## src/rtl/rntag_pkg.sv

```systemverilog
package rntag_pkg;

  typedef enum logic [1:0] {
    UPD_HOLD = 2'd0,
    UPD_INC  = 2'd1,
    UPD_DEC  = 2'd2,
    UPD_SWAP = 2'd3
  } upd_e;

  // Kind of update an entry sees this cycle; dec must already be qualified
  function automatic upd_e classify(input logic inc, input logic dec);
    unique case ({inc, dec})
      2'b10:   return UPD_INC;
      2'b01:   return UPD_DEC;
      2'b11:   return UPD_SWAP;
      default: return UPD_HOLD;
    endcase
  endfunction

endpackage

```

## src/rtl/rntag_entry.sv

```systemverilog
module rntag_entry #(
  parameter int CNT_W = 3
) (
  input  logic             clk,
  input  logic             rst_n,
  input  logic             inc,
  input  logic             dec,
  output logic [CNT_W-1:0] cnt,
  output logic [CNT_W-1:0] lat
);
  import rntag_pkg::*;

  upd_e kind;
  logic dec_ok;
  logic drain;

  function automatic logic [CNT_W-1:0] cnt_next(input logic [CNT_W-1:0] c, input upd_e k);
    case (k)
      UPD_INC: return c + 1'b1;
      UPD_DEC: return c - 1'b1;
      default: return c;
    endcase
  endfunction

  function automatic logic [CNT_W-1:0] lat_next(input logic [CNT_W-1:0] l, input upd_e k,
                                                input logic last);
    if (k == UPD_INC || k == UPD_SWAP) return l + 1'b1;
    if (last) return '0;
    return l;
  endfunction

  assign dec_ok = dec && (cnt != '0);
  assign kind   = classify(inc, dec_ok);
  assign drain  = (kind == UPD_DEC) && (cnt == CNT_W'(1));

  always_ff @(posedge clk) begin
    if (!rst_n) begin
      cnt <= '0;
      lat <= '0;
    end else begin
      cnt <= cnt_next(cnt, kind);
      lat <= lat_next(lat, kind, drain);
    end
  end
endmodule

```

## src/rtl/rntag_dispatch.sv

```systemverilog
module rntag_dispatch #(
  parameter int NREG  = 32,
  parameter int REG_W = 5,
  parameter int CNT_W = 3
) (
  input  logic                    disp_valid,
  input  logic [REG_W-1:0]        disp_reg,
  input  logic                    cmt_valid,
  input  logic [REG_W-1:0]        cmt_reg,
  input  logic [NREG*CNT_W-1:0]   cnt_vec,
  input  logic [NREG*CNT_W-1:0]   lat_vec,
  output logic                    stall,
  output logic                    fire,
  output logic [NREG-1:0]         inc_vec,
  output logic [NREG-1:0]         dec_vec,
  output logic [REG_W+CNT_W-1:0]  tag
);
  localparam logic [CNT_W-1:0] MAXC = {CNT_W{1'b1}};

  logic [CNT_W-1:0] d_cnt;
  logic [CNT_W-1:0] d_lat;

  function automatic logic [REG_W+CNT_W-1:0] make_tag(input logic [REG_W-1:0] r,
                                                      input logic [CNT_W-1:0] v);
    return {r, v};
  endfunction

  assign d_cnt = cnt_vec[disp_reg*CNT_W +: CNT_W];
  assign d_lat = lat_vec[disp_reg*CNT_W +: CNT_W];
  assign stall = disp_valid && (d_cnt == MAXC);
  assign fire  = disp_valid && !stall;
  assign tag   = make_tag(disp_reg, d_lat + 1'b1);

  for (genvar i = 0; i < NREG; i++) begin : g_dec
    assign inc_vec[i] = fire && (disp_reg == REG_W'(i));
    assign dec_vec[i] = cmt_valid && (cmt_reg == REG_W'(i));
  end
endmodule

```

## src/rtl/rntag_lookup.sv

```systemverilog
module rntag_lookup #(
  parameter int NREG  = 32,
  parameter int REG_W = 5,
  parameter int CNT_W = 3,
  parameter int NSRC  = 2
) (
  input  logic [NSRC*REG_W-1:0]         src_reg,
  input  logic [NREG*CNT_W-1:0]         lat_vec,
  output logic [NSRC*(REG_W+CNT_W)-1:0] src_tag
);
  localparam int TAG_W = REG_W + CNT_W;

  for (genvar k = 0; k < NSRC; k++) begin : g_port
    logic [REG_W-1:0] r;
    assign r = src_reg[k*REG_W +: REG_W];
    assign src_tag[k*TAG_W +: TAG_W] = {r, lat_vec[r*CNT_W +: CNT_W]};
  end
endmodule

```

## src/rtl/rntag_top.sv

```systemverilog
module rntag_top #(
  parameter int NREG  = 32,
  parameter int CNT_W = 3,
  parameter int NSRC  = 2,
  parameter int REG_W = $clog2(NREG),
  parameter int TAG_W = REG_W + CNT_W
) (
  input  logic                  clk,
  input  logic                  rst_n,
  input  logic                  disp_valid,
  input  logic [REG_W-1:0]      disp_reg,
  output logic                  disp_stall,
  output logic [TAG_W-1:0]      disp_tag,
  input  logic                  cmt_valid,
  input  logic [REG_W-1:0]      cmt_reg,
  input  logic [NSRC*REG_W-1:0] src_reg,
  output logic [NSRC*TAG_W-1:0] src_tag
);
  logic [NREG*CNT_W-1:0] cnt_vec;
  logic [NREG*CNT_W-1:0] lat_vec;
  logic [NREG-1:0]       inc_vec;
  logic [NREG-1:0]       dec_vec;
  logic                  disp_fire;

  rntag_dispatch #(.NREG(NREG), .REG_W(REG_W), .CNT_W(CNT_W)) u_disp (
    .disp_valid (disp_valid),
    .disp_reg   (disp_reg),
    .cmt_valid  (cmt_valid),
    .cmt_reg    (cmt_reg),
    .cnt_vec    (cnt_vec),
    .lat_vec    (lat_vec),
    .stall      (disp_stall),
    .fire       (disp_fire),
    .inc_vec    (inc_vec),
    .dec_vec    (dec_vec),
    .tag        (disp_tag)
  );

  for (genvar i = 0; i < NREG; i++) begin : g_ent
    rntag_entry #(.CNT_W(CNT_W)) u_ent (
      .clk   (clk),
      .rst_n (rst_n),
      .inc   (inc_vec[i]),
      .dec   (dec_vec[i]),
      .cnt   (cnt_vec[i*CNT_W +: CNT_W]),
      .lat   (lat_vec[i*CNT_W +: CNT_W])
    );
  end

  rntag_lookup #(.NREG(NREG), .REG_W(REG_W), .CNT_W(CNT_W), .NSRC(NSRC)) u_look (
    .src_reg (src_reg),
    .lat_vec (lat_vec),
    .src_tag (src_tag)
  );
endmodule

```

## config.mk

```make
export PLATFORM = sky130hd
export DESIGN_NAME = rntag_top
export DESIGN_NICKNAME = d
export VERILOG_FILES = /design/src/rtl/rntag_pkg.sv /design/src/rtl/rntag_entry.sv /design/src/rtl/rntag_dispatch.sv /design/src/rtl/rntag_lookup.sv /design/src/rtl/rntag_top.sv
export SDC_FILE = /design/constraint.sdc
export NUM_CORES = 1
export LEC_CHECK = 0
export BUFFER_PORTS_ARGS = -buffer_cell sky130_fd_sc_hd__buf_2
export CELL_PAD_IN_SITES_DETAIL_PLACEMENT = 1
export CELL_PAD_IN_SITES_GLOBAL_PLACEMENT = 2
export CORE_AREA = 10 10 210 212
export DETAILED_ROUTE_END_ITERATION = 10
export DIE_AREA = 0 0 220 222
export PLACE_DENSITY = 0.79
export RECOVER_POWER = 100
export SETUP_SLACK_MARGIN = 0.4
export SYNTH_ARGS = -nofsm -noshare
export SYNTH_HDL_FRONTEND = slang
export SYNTH_SLANG_ARGS = --single-unit
```

## constraint.sdc

```tcl
create_clock -name clk -period 3.3 [get_ports clk]
set_clock_uncertainty 0.05 [all_clocks]
set_input_delay 0 -clock clk [delete_from_list [all_inputs] [get_ports clk]]
set_output_delay 0 -clock clk [all_outputs]
set_load 0.05 [all_outputs]
```

==> impl_metrics.json, run 1 <==
{
  "run_status": "complete, but fails checks",
  "violations": "max-capacitance violations, max-slew violations",
  "postSynthNetCount": 2040,
  "critical_path.cell_chain": "mux4_2 -> a32oi_2 -> o31ai_4 -> and4_4 -> nor4_1 -> clkbuf_1 -> ha_1 -> nor2_4 -> o21ai_2 -> o21ai_1 -> a21oi_1 -> nor2b_1",
  "worst_ep_required_time_ns": 3.65,
  "timing.reg2reg.setup_slack_ns": 0.14,
  "reg2regPathDepth": 12,
  "route.vias.total": 14500,
  "worst-path-max-fanout": 8,
  "cellInternalPower_w": 0.00382,
  "final_net_count": 2207,
  "worst_setup_path_start_kind": "flop",
  "synth-xor-area-share_pct": 3.52,
  "synth.avg_cell_area_sq_um": 9.21,
  "detailedRoute.firstIterationViolations": 1266,
  "fin_cells": 2462,
  "core.rowCount": 73,
  "synth_seq_area_share_pct": 23.7,
  "synth-simple-area-share_pct": 18.8,
  "synthCells": 1759,
  "cts_made_buffers": 17,
  "dp_hpwl_microns": 42300,
  "fillCellCount": 4455,
  "synth_compound_gate_area_share_pct": 12.0,
  "holdCritStartpoint": "cmt_reg[3]",
  "post_drt_via_cell_ratio": 5.88,
  "yosys-mux-area-fraction_pct": 16.2,
  "min_to": "g_ent[13].u_ent.lat[0]",
  "flip_flop_and_latch_count_after_synthesis": 192,
  "criticalPathCategory": "reg2reg",
  "floorplan.initialDensity_pct": 40.8,
  "drv_slew": 21,
  "clock_tree.buffer_depth": 2,
  "number_of_top_level_design_ports": 49,
  "netlist_cell_types": 45,
  "postRouteAntennaNets": 0,
  "setup-violations-final": 0,
  "max-vdd-ir-drop_v": 0.000376,
  "routed_wl_microns": 61500,
  "diodes": 0,
  "fmax_ghz": 0.316,
  "placedCellCount": 2332,
  "worst_path_max_delay_cell": "nor4_1",
  "largest_family_of_logic_cells_by_synthesized_area": "adder cells",
  "synthAdderAreaFrac_pct": 19.9,
  "grt_overflow": 0,
  "buffer_ports.inserted": 48,
  "clkTransAtPathRegs_ns": 0.08,
  "whs_path_depth": 4,
  "leakage_power_nw": 8.04,
  "worst_slew_margin_rel_pct": -3.34,
  "clock_sink_count": 192,
  "tritoncts_clock_tree": "done",
  "die_w_microns": 220,
  "fraction_of_registers_with_async_set_or_reset_after_synthesis_pct": 0,
  "groute.usage.overall_pct": 23.5,
  "r2r-end": "g_ent[11].u_ent.lat[2]",
  "synth_edf_count": 0,
  "floorplan.die.height_microns": 222,
  "global_route_wire_length_before_repair_microns": 86800,
  "cp_slowest_stage_delay_ns": 0.58,
  "route.detailed.drc": 0,
  "cts_root_buffer": "clkbuf_16",
  "drtPass1Iterations": 5,
  "drive_gt1_share_pct": 29.7,
  "grt_start_max_net_pins": 102,
  "sequentialPowerShare_pct": 44.1,
  "routed_wire_length_per_instance_microns": 25.0,
  "switching_share_pct": 27.6,
  "area_growth_pct": 26.3,
  "worstMarginPinSlew_ns": 1.55,
  "hold_class": "in2reg",
  "cts_hold_repair_buffers": 0,
  "power_switching_w": 0.00146,
  "clock_latency_ns": 0.51,
  "report.final.hold_viol_count": 0,
  "maxCapViolations": 1,
  "fin_crit_period_ns": 3.16,
  "synth_top_flop_cell": "dfxtp_1",
  "reg2reg_from": "g_ent[6].u_ent.cnt[2]",
  "setup_tns_ns": 0,
  "final_min_period_over_clock_period_pct": 95.8,
  "rsz0062_at_grt": "true",
  "yosys_warnings": 0,
  "dieArea_sq_um": 48800,
  "timing.critical_path.arrival_ns": 3.51,
  "antenna_violations_before_repair": 0,
  "finalWeightedCongestion": 0.957,
  "power_frac_clock_pct": 44.1,
  "number_of_h_tree_branching_levels": 4,
  "core_sq_um": 39600,
  "cell_area_synth_sq_um": 16200,
  "comb_power_share_pct": 11.9,
  "power_density_nw_per_um2": 258,
  "first_global_vias": 14500,
  "worstSetupEndpointType": "flop"
}
[through the flow]
step	total power, W	hold slack [ns]	utilization [%]	instance area [sq um]	setup WS, ns
2_1_floorplan	0.00273	0.117	-	16200	0.531
3_3_place_gp	0.00292	0.299	43.8	17400	0.00250
3_5_place_dp	0.00293	0.310	43.8	17400	-0.128
4_1_cts	0.00532	0.0465	48.5	19200	0.332
5_1_grt	0.00547	0.124	51.6	20500	0.0681
6_report	0.00528	0.106	51.6	20500	0.140
[critical path, delay by kind of cell (launching register included)]
| family | cells | cell delay [ns] |
|---|---|---|
| and+or+nand+nor | 4 | 1.02 |
| DFF | 1 | 0.37 |
| buffers and inverters | 1 | 0.17 |
| muxes | 1 | 0.47 |
| adders and majority gates | 1 | 0.22 |
| AOI/OAI and AO/OA | 5 | 0.73 |
[Yosys cell counts (all sizes together) (42+ instances only)]
| master | count | area [sq um] |
|---|---|---|
| xnor2 | 64 | 561 |
| nand2 | 139 | 522 |
| dfxtp | 192 | 3840 |
| o21ai | 192 | 961 |
| buf | 57 | 349 |
| mux4 | 92 | 2080 |
| mux2i | 42 | 420 |
| ha | 257 | 3220 |
| and2 | 102 | 638 |
| inv | 134 | 503 |
| nor2 | 51 | 191 |
| nor2b | 52 | 325 |
| nand3 | 43 | 215 |
[sequential cells by signal, indices dropped and copies added, names as in the netlist]
signal,cells
g_ent.u_ent.cnt,96
g_ent.u_ent.lat,96
[how the worst max path moves through the flow]
stage / from / endpoint / cells after the start
global route: g_ent[19].u_ent.cnt[2] / g_ent[11].u_ent.lat[2] / 13
detailed placement: disp_reg[3] / g_ent[9].u_ent.lat[2] / 13
CTS: g_ent[29].u_ent.cnt[2] / g_ent[22].u_ent.cnt[2] / 10
floorplan: g_ent[3].u_ent.cnt[2] / g_ent[30].u_ent.cnt[2] / 9
global placement: disp_reg[3] / g_ent[9].u_ent.lat[2] / 13
finish: g_ent[6].u_ent.cnt[2] / g_ent[11].u_ent.lat[2] / 12
[metal layers]
metal | up-vias | track usage (%) | wire length [microns] | share of wire, %
met1 | 7183 | 30.6 | 25600 | 42
met4 | 0 | 9.25 | 2770 | 4.5
met3 | 157 | 5.32 | 4410 | 7.2
li1 | 6594 | - | - | -
met5 | - | 0 | 0 | 0
met2 | 545 | 36.8 | 28700 | 47
[cell type report]
| type | count | area (sq um) | area share [%] |
|---|---|---|---|
| Tap cell | 525 | 657 | 3.21 |
| Clock inverter | 11 | 164 | 0.801 |
| Inverter | 134 | 503 | 2.46 |
| Timing Repair Buffer | 233 | 1850 | 9.05 |
| Sequential cell | 192 | 3940 | 19.3 |
| Clock buffer | 19 | 453 | 2.21 |
| Multi-Input combinational cell | 1348 | 12900 | 63.0 |
[timing repair]
| action | CTS | global route |
|---|---|---|
| pin swaps | 48 | 114 |
| gates cloned | 4 | 7 |
| setup buffers | 43 | 46 |
| endpoints found under the setup margin | 178 | 157 |
| gates resized for setup | 230 | 284 |
[power by group through the flow]
| stage | combinational, W | clock, W | sequential [W] |
|---|---|---|---|
| 6_report | 0.000626 | 0.00233 | 0.00233 |
| 2_1_floorplan | 0.000339 | 0 | 0.00239 |
| 4_1_cts | 0.000586 | 0.00240 | 0.00233 |
| 3_3_place_gp | 0.000522 | 0 | 0.00240 |
| 3_5_place_dp | 0.000529 | 0 | 0.00240 |
| 5_1_grt | 0.000654 | 0.00248 | 0.00233 |
[logic make-up (layout without fill, tap and decap cells)]
kind of cell	count (synthesis)	in the layout
flops	192	192
simple gates	561	565
fa+ha+maj	257	257
buf+inv	223	397
xor+xnor	65	65
compound gates	317	317
mux	144	144
[placed cells by master, fill, tap and decap left out, drive strengths merged, types with 6 or more instances in the layout]
cell,count
ha,257
nand2b,28
mux4,92
or3,38
nand4,33
nor2b,52
dfxtp,192
xnor2,64
o21ai,192
and4,6
inv,134
nand2,139
clkbuf,61
mux2i,42
a21boi,33
nor4,30
nor2,51
a21oi,32
mux2,10
and2,102
nand3,43
nor3b,32
o311a,32
a22oi,6
buf,191
Power figures use the tool's default switching activity.
==> run 2: changes to the inputs <==
Settings changed: CELL_PAD_IN_SITES_GLOBAL_PLACEMENT 2 to 1, CORE_AREA 10 10 210 212 to 10 10 190 192, DIE_AREA 0 0 220 222 to 0 0 200 202, MAX_ROUTING_LAYER set to met4, SYNTH_HIERARCHICAL set to 1.
==> run 2 against run 1 <==
The flow now stops in 5_1_grt. Area after synthesis fell by 1.6%. Synthesized cell count fell by 1.3%.
==> impl_metrics.json, run 2 <==
{
  "run_status": "stopped before the end",
  "outcome.stop_stage": "5_1_grt",
  "flow.first_error": "[ERROR GRT-0232] Routing congestion too high. Check the congestion heatmap in the GUI.",
  "grt_start_max_net_pins": 113,
  "groute.usage.overall_pct": 71.4,
  "timing.repair.worst_endpoint_type": "register input",
  "floorplan.die.height_microns": 202,
  "cell_area_synth_sq_um": 15900,
  "number_of_top_level_design_ports": 49,
  "finalWeightedCongestion": 0.955,
  "grt_repair_worst_endpoint": "g_ent[19].u_ent/cnt[2]$_SDFFE_PN0P_/D",
  "clock_sink_count": 192,
  "antenna_violations_before_repair": 15,
  "cts_root_buffer": "clkbuf_16",
  "die_w_microns": 200,
  "number_of_h_tree_branching_levels": 4,
  "floorplan.initialDensity_pct": 49.3,
  "synthCells": 1736,
  "dp_hpwl_microns": 43200,
  "cts_made_buffers": 17,
  "core.rowCount": 66,
  "postSynthNetCount": 2017,
  "synth.avg_cell_area_sq_um": 9.18,
  "cts_hold_repair_buffers": 0,
  "grt_overflow": 129,
  "yosys_warnings": 6,
  "clock_tree.buffer_depth": 2,
  "buffer_ports.inserted": 48
}
-- run 2: what timing repair did --
item	in CTS
setup endpoints to repair	194
setup buffers	59
resized for setup	412
pin swaps	128
endpoints found under the hold margin	0
cloned	3
-- run 2: stage by stage --
stage	hold WS [ns]	setup slack [ns]	instance area (sq um)	cells
2_1_floorplan	0.0717	0.308	16000	1736
3_3_place_gp	0.284	-0.149	18000	2356
3_5_place_dp	0.291	-0.239	18000	2356
4_1_cts	0.0616	0.117	20800	2450
-- run 2: metal layers --
metal,track usage [%],GRT overflow
met5,-,-
met4,69.4,55
met3,59.2,2
met2,82.7,70
met1,70.1,2
==> run 3: changes to the inputs <==
Settings changed: CELL_PAD_IN_SITES_DETAIL_PLACEMENT 1 to unset, CELL_PAD_IN_SITES_GLOBAL_PLACEMENT 1 to unset, CORE_AREA 10 10 190 192 to 10 10 211 213, DIE_AREA 0 0 200 202 to 0 0 221 223, MAX_ROUTING_LAYER met4 to unset, PLACE_DENSITY 0.79 to unset, PLACE_DENSITY_LB_ADDON set to 0.15, SETUP_SLACK_MARGIN 0.4 to unset.
==> run 3 against run 2 <==
The flow now finishes, with violations (max-capacitance violations, max-slew violations, negative setup slack). Area after synthesis is the same. Synthesized cell count did not move.
==> impl_metrics.json, run 3 <==
{
  "worstSetupEndpointType": "flop",
  "placedCellCount": 2516,
  "fillCellCount": 3899,
  "sequentialPowerShare_pct": 46.0,
  "drive_gt1_share_pct": 23.2,
  "power_density_nw_per_um2": 259,
  "worst_setup_path_start_kind": "flop",
  "rsz0062_at_grt": "true",
  "dieArea_sq_um": 49300,
  "power_switching_w": 0.00140,
  "number_of_h_tree_branching_levels": 4,
  "criticalPathCategory": "reg2reg",
  "floorplan.die.height_microns": 223,
  "layout_top_registers": "g_ent.u_ent/cnt x96, g_ent.u_ent/lat x96",
  "floorplan.initialDensity_pct": 39.5,
  "drtPass1Iterations": 5,
  "critical_path.cell_chain": "mux4_2 -> a32o_1 -> a31oi_1 -> and4b_4 -> buf_12 -> nor4_4 -> buf_4 -> inv_2 -> ha_4 -> mux2i_2 -> or3_1 -> a21boi_2",
  "synthCells": 1736,
  "clkTransAtPathRegs_ns": 0.07,
  "cellInternalPower_w": 0.00369,
  "antenna_violations_before_repair": 1,
  "grt.busiest_layer": "met2",
  "postSynthNetCount": 2017,
  "power_frac_clock_pct": 43.0,
  "met3_usage_pct": 3.84,
  "groute.layer.met2.usage_pct": 30.1,
  "clock_tree.buffer_depth": 2,
  "whs_path_depth": 2,
  "first_global_vias": 12700,
  "route.detailed.drc": 0,
  "detailedRoute.firstIterationViolations": 1178,
  "worst_slew_margin_rel_pct": -5.88,
  "worst_path_max_delay_cell": "mux4_2",
  "layout.cells.most_common_list": "buf_4, ha_1, dfxtp_1",
  "switching_share_pct": 27.4,
  "holdCritStartpoint": "src_reg[3]",
  "worst_ep_required_time_ns": 3.61,
  "cell_area_synth_sq_um": 15900,
  "grt_start_max_net_pins": 109,
  "fin_util_pct": 48.6,
  "report.final.hold_viol_count": 0,
  "run_status": "complete, but fails checks",
  "leakage_power_nw": 8.06,
  "clock_latency_ns": 0.47,
  "area_growth_pct": 23.1,
  "route.vias.total": 13700,
  "seq_area_sq_um": 3850,
  "grt_overflow": 0,
  "timing.final.ws_setup_ns": -0.000978,
  "multi_input_area_sq_um": 11500,
  "number_of_top_level_design_ports": 49,
  "cts_made_buffers": 17,
  "fin_cells": 2558,
  "max-vdd-ir-drop_v": 0.000385,
  "postRouteAntennaNets": 0,
  "post_drt_via_cell_ratio": 5.36,
  "diodes": 0,
  "setup_tns_ns": -0.00149,
  "global_route_wire_length_before_repair_microns": 77200,
  "fin_crit_period_ns": 3.30,
  "core.rowCount": 74,
  "stdcell_area_sq_um": 19600,
  "timing.reg2reg.setup_slack_ns": -0.001,
  "groute.usage.overall_pct": 20.1,
  "buffer_ports.inserted": 48,
  "setup-violations-final": 2,
  "min_to": "src_tag[6]",
  "total_power_w": 0.00509,
  "synth.avg_cell_area_sq_um": 9.18,
  "layout.cells.most_common": "buf_4",
  "cp_top_family": "simple AND/OR/NAND/NOR gates",
  "final_net_count": 2294,
  "critPathBufInv": 3,
  "finalWeightedCongestion": 0.930,
  "worstMarginPinSlew_ns": 1.59,
  "violations": "max-capacitance violations, max-slew violations, negative setup slack",
  "clock_sink_count": 192,
  "dp_hpwl_microns": 40300,
  "cts_root_buffer": "clkbuf_16",
  "fmax_ghz": 0.303,
  "reg2reg_from": "g_ent[11].u_ent/cnt[2]",
  "placedInstanceArea_sq_um": 18500,
  "worst-path-max-fanout": 8,
  "routed_wire_length_per_instance_microns": 19.9,
  "drv_slew": 52,
  "die_w_microns": 221,
  "hold_class": "in2out",
  "routed_wl_microns": 50800,
  "global_route.usage.met1_pct": 28.8,
  "core_sq_um": 40400,
  "cp_slowest_stage_delay_ns": 0.45,
  "yosys_warnings": 6,
  "reg2regPathDepth": 12,
  "final_min_period_over_clock_period_pct": 100,
  "maxCapViolations": 2,
  "r2r-end": "g_ent[7].u_ent/cnt[2]",
  "timing.critical_path.arrival_ns": 3.62,
  "tritoncts_clock_tree": "done",
  "comb_power_share_pct": 10.9
}
-- run 3: area by class of cell --
type	instances	area share (%)
clock buffer	20	2.33
tap	532	3.40
timing repair buffer	317	12.0
multi-input combinational	1322	58.9
clock inverter	12	0.677
inverter	163	3.12
sequential	192	19.6
-- run 3: what timing repair did --
| action | 4_1_cts | 5_1_grt |
|---|---|---|
| hold endpoints to repair | 54 | 0 |
| setup endpoints to repair | 89 | 105 |
| gates cloned | 0 | 2 |
| resized for setup | 24 | 50 |
| buffers inserted | 0 | 7 |
| pin swaps | 0 | 9 |
| hold buffers | 1 | 0 |
-- run 3: per-stage QoR --
step	worst slack (ns)	hold slack, ns
after detailed placement	-0.521	0.288
final	-0.000978	0.370
after CTS	-0.206	0.286
after global placement	-0.556	0.285
after floorplan	0.269	0.0717
after global routing	-0.157	0.390
-- run 3: layer usage --
| layer | vias to the layer above | wire (microns) |
|---|---|---|
| li1 | 6683 | - |
| met1 | 6597 | 24800 |
| met2 | 384 | 21600 |
| met3 | 54 | 3330 |
| met4 | 2 | 1120 |
| met5 | - | 13 |
-- run 3: how the worst max path moves through the flow --
stage | slack [ns] | cells past startpoint | endpoint | from
5_1_grt | -0.16 | 12 | g_ent[7].u_ent/cnt[2] | g_ent[11].u_ent/cnt[2]
2_1_floorplan | 0.27 | 10 | disp_tag[2] | disp_reg[0]
6_report | -0.001 | 12 | g_ent[7].u_ent/cnt[2] | g_ent[11].u_ent/cnt[2]
4_1_cts | -0.21 | 13 | g_ent[3].u_ent/cnt[2] | g_ent[11].u_ent/cnt[2]
3_5_place_dp | -0.52 | 14 | g_ent[7].u_ent/cnt[2] | disp_reg[0]
3_3_place_gp | -0.56 | 14 | g_ent[7].u_ent/cnt[2] | disp_reg[0]
-- run 3: power groups by stage --
stage               clock network (W)  logic [W]  registers (W)
floorplan                           0   0.000313        0.00239
global placement                    0   0.000519        0.00240
detailed placement                  0   0.000526        0.00240
CTS                           0.00225   0.000537        0.00234
global route                  0.00232   0.000594        0.00234
finish                        0.00219   0.000555        0.00234
-- run 3: worst reg2reg max path, cell delays in order (launching register included) --
cell and delay [ns]:
dfxtp_2 0.33, mux4_2 0.45, a32o_1 0.26, a31oi_1 0.12
and4b_4 0.27, buf_12 0.16, nor4_4 0.40, buf_4 0.20
inv_2 0.04, ha_4 0.16, mux2i_2 0.15, or3_1 0.36
a21boi_2 0.24
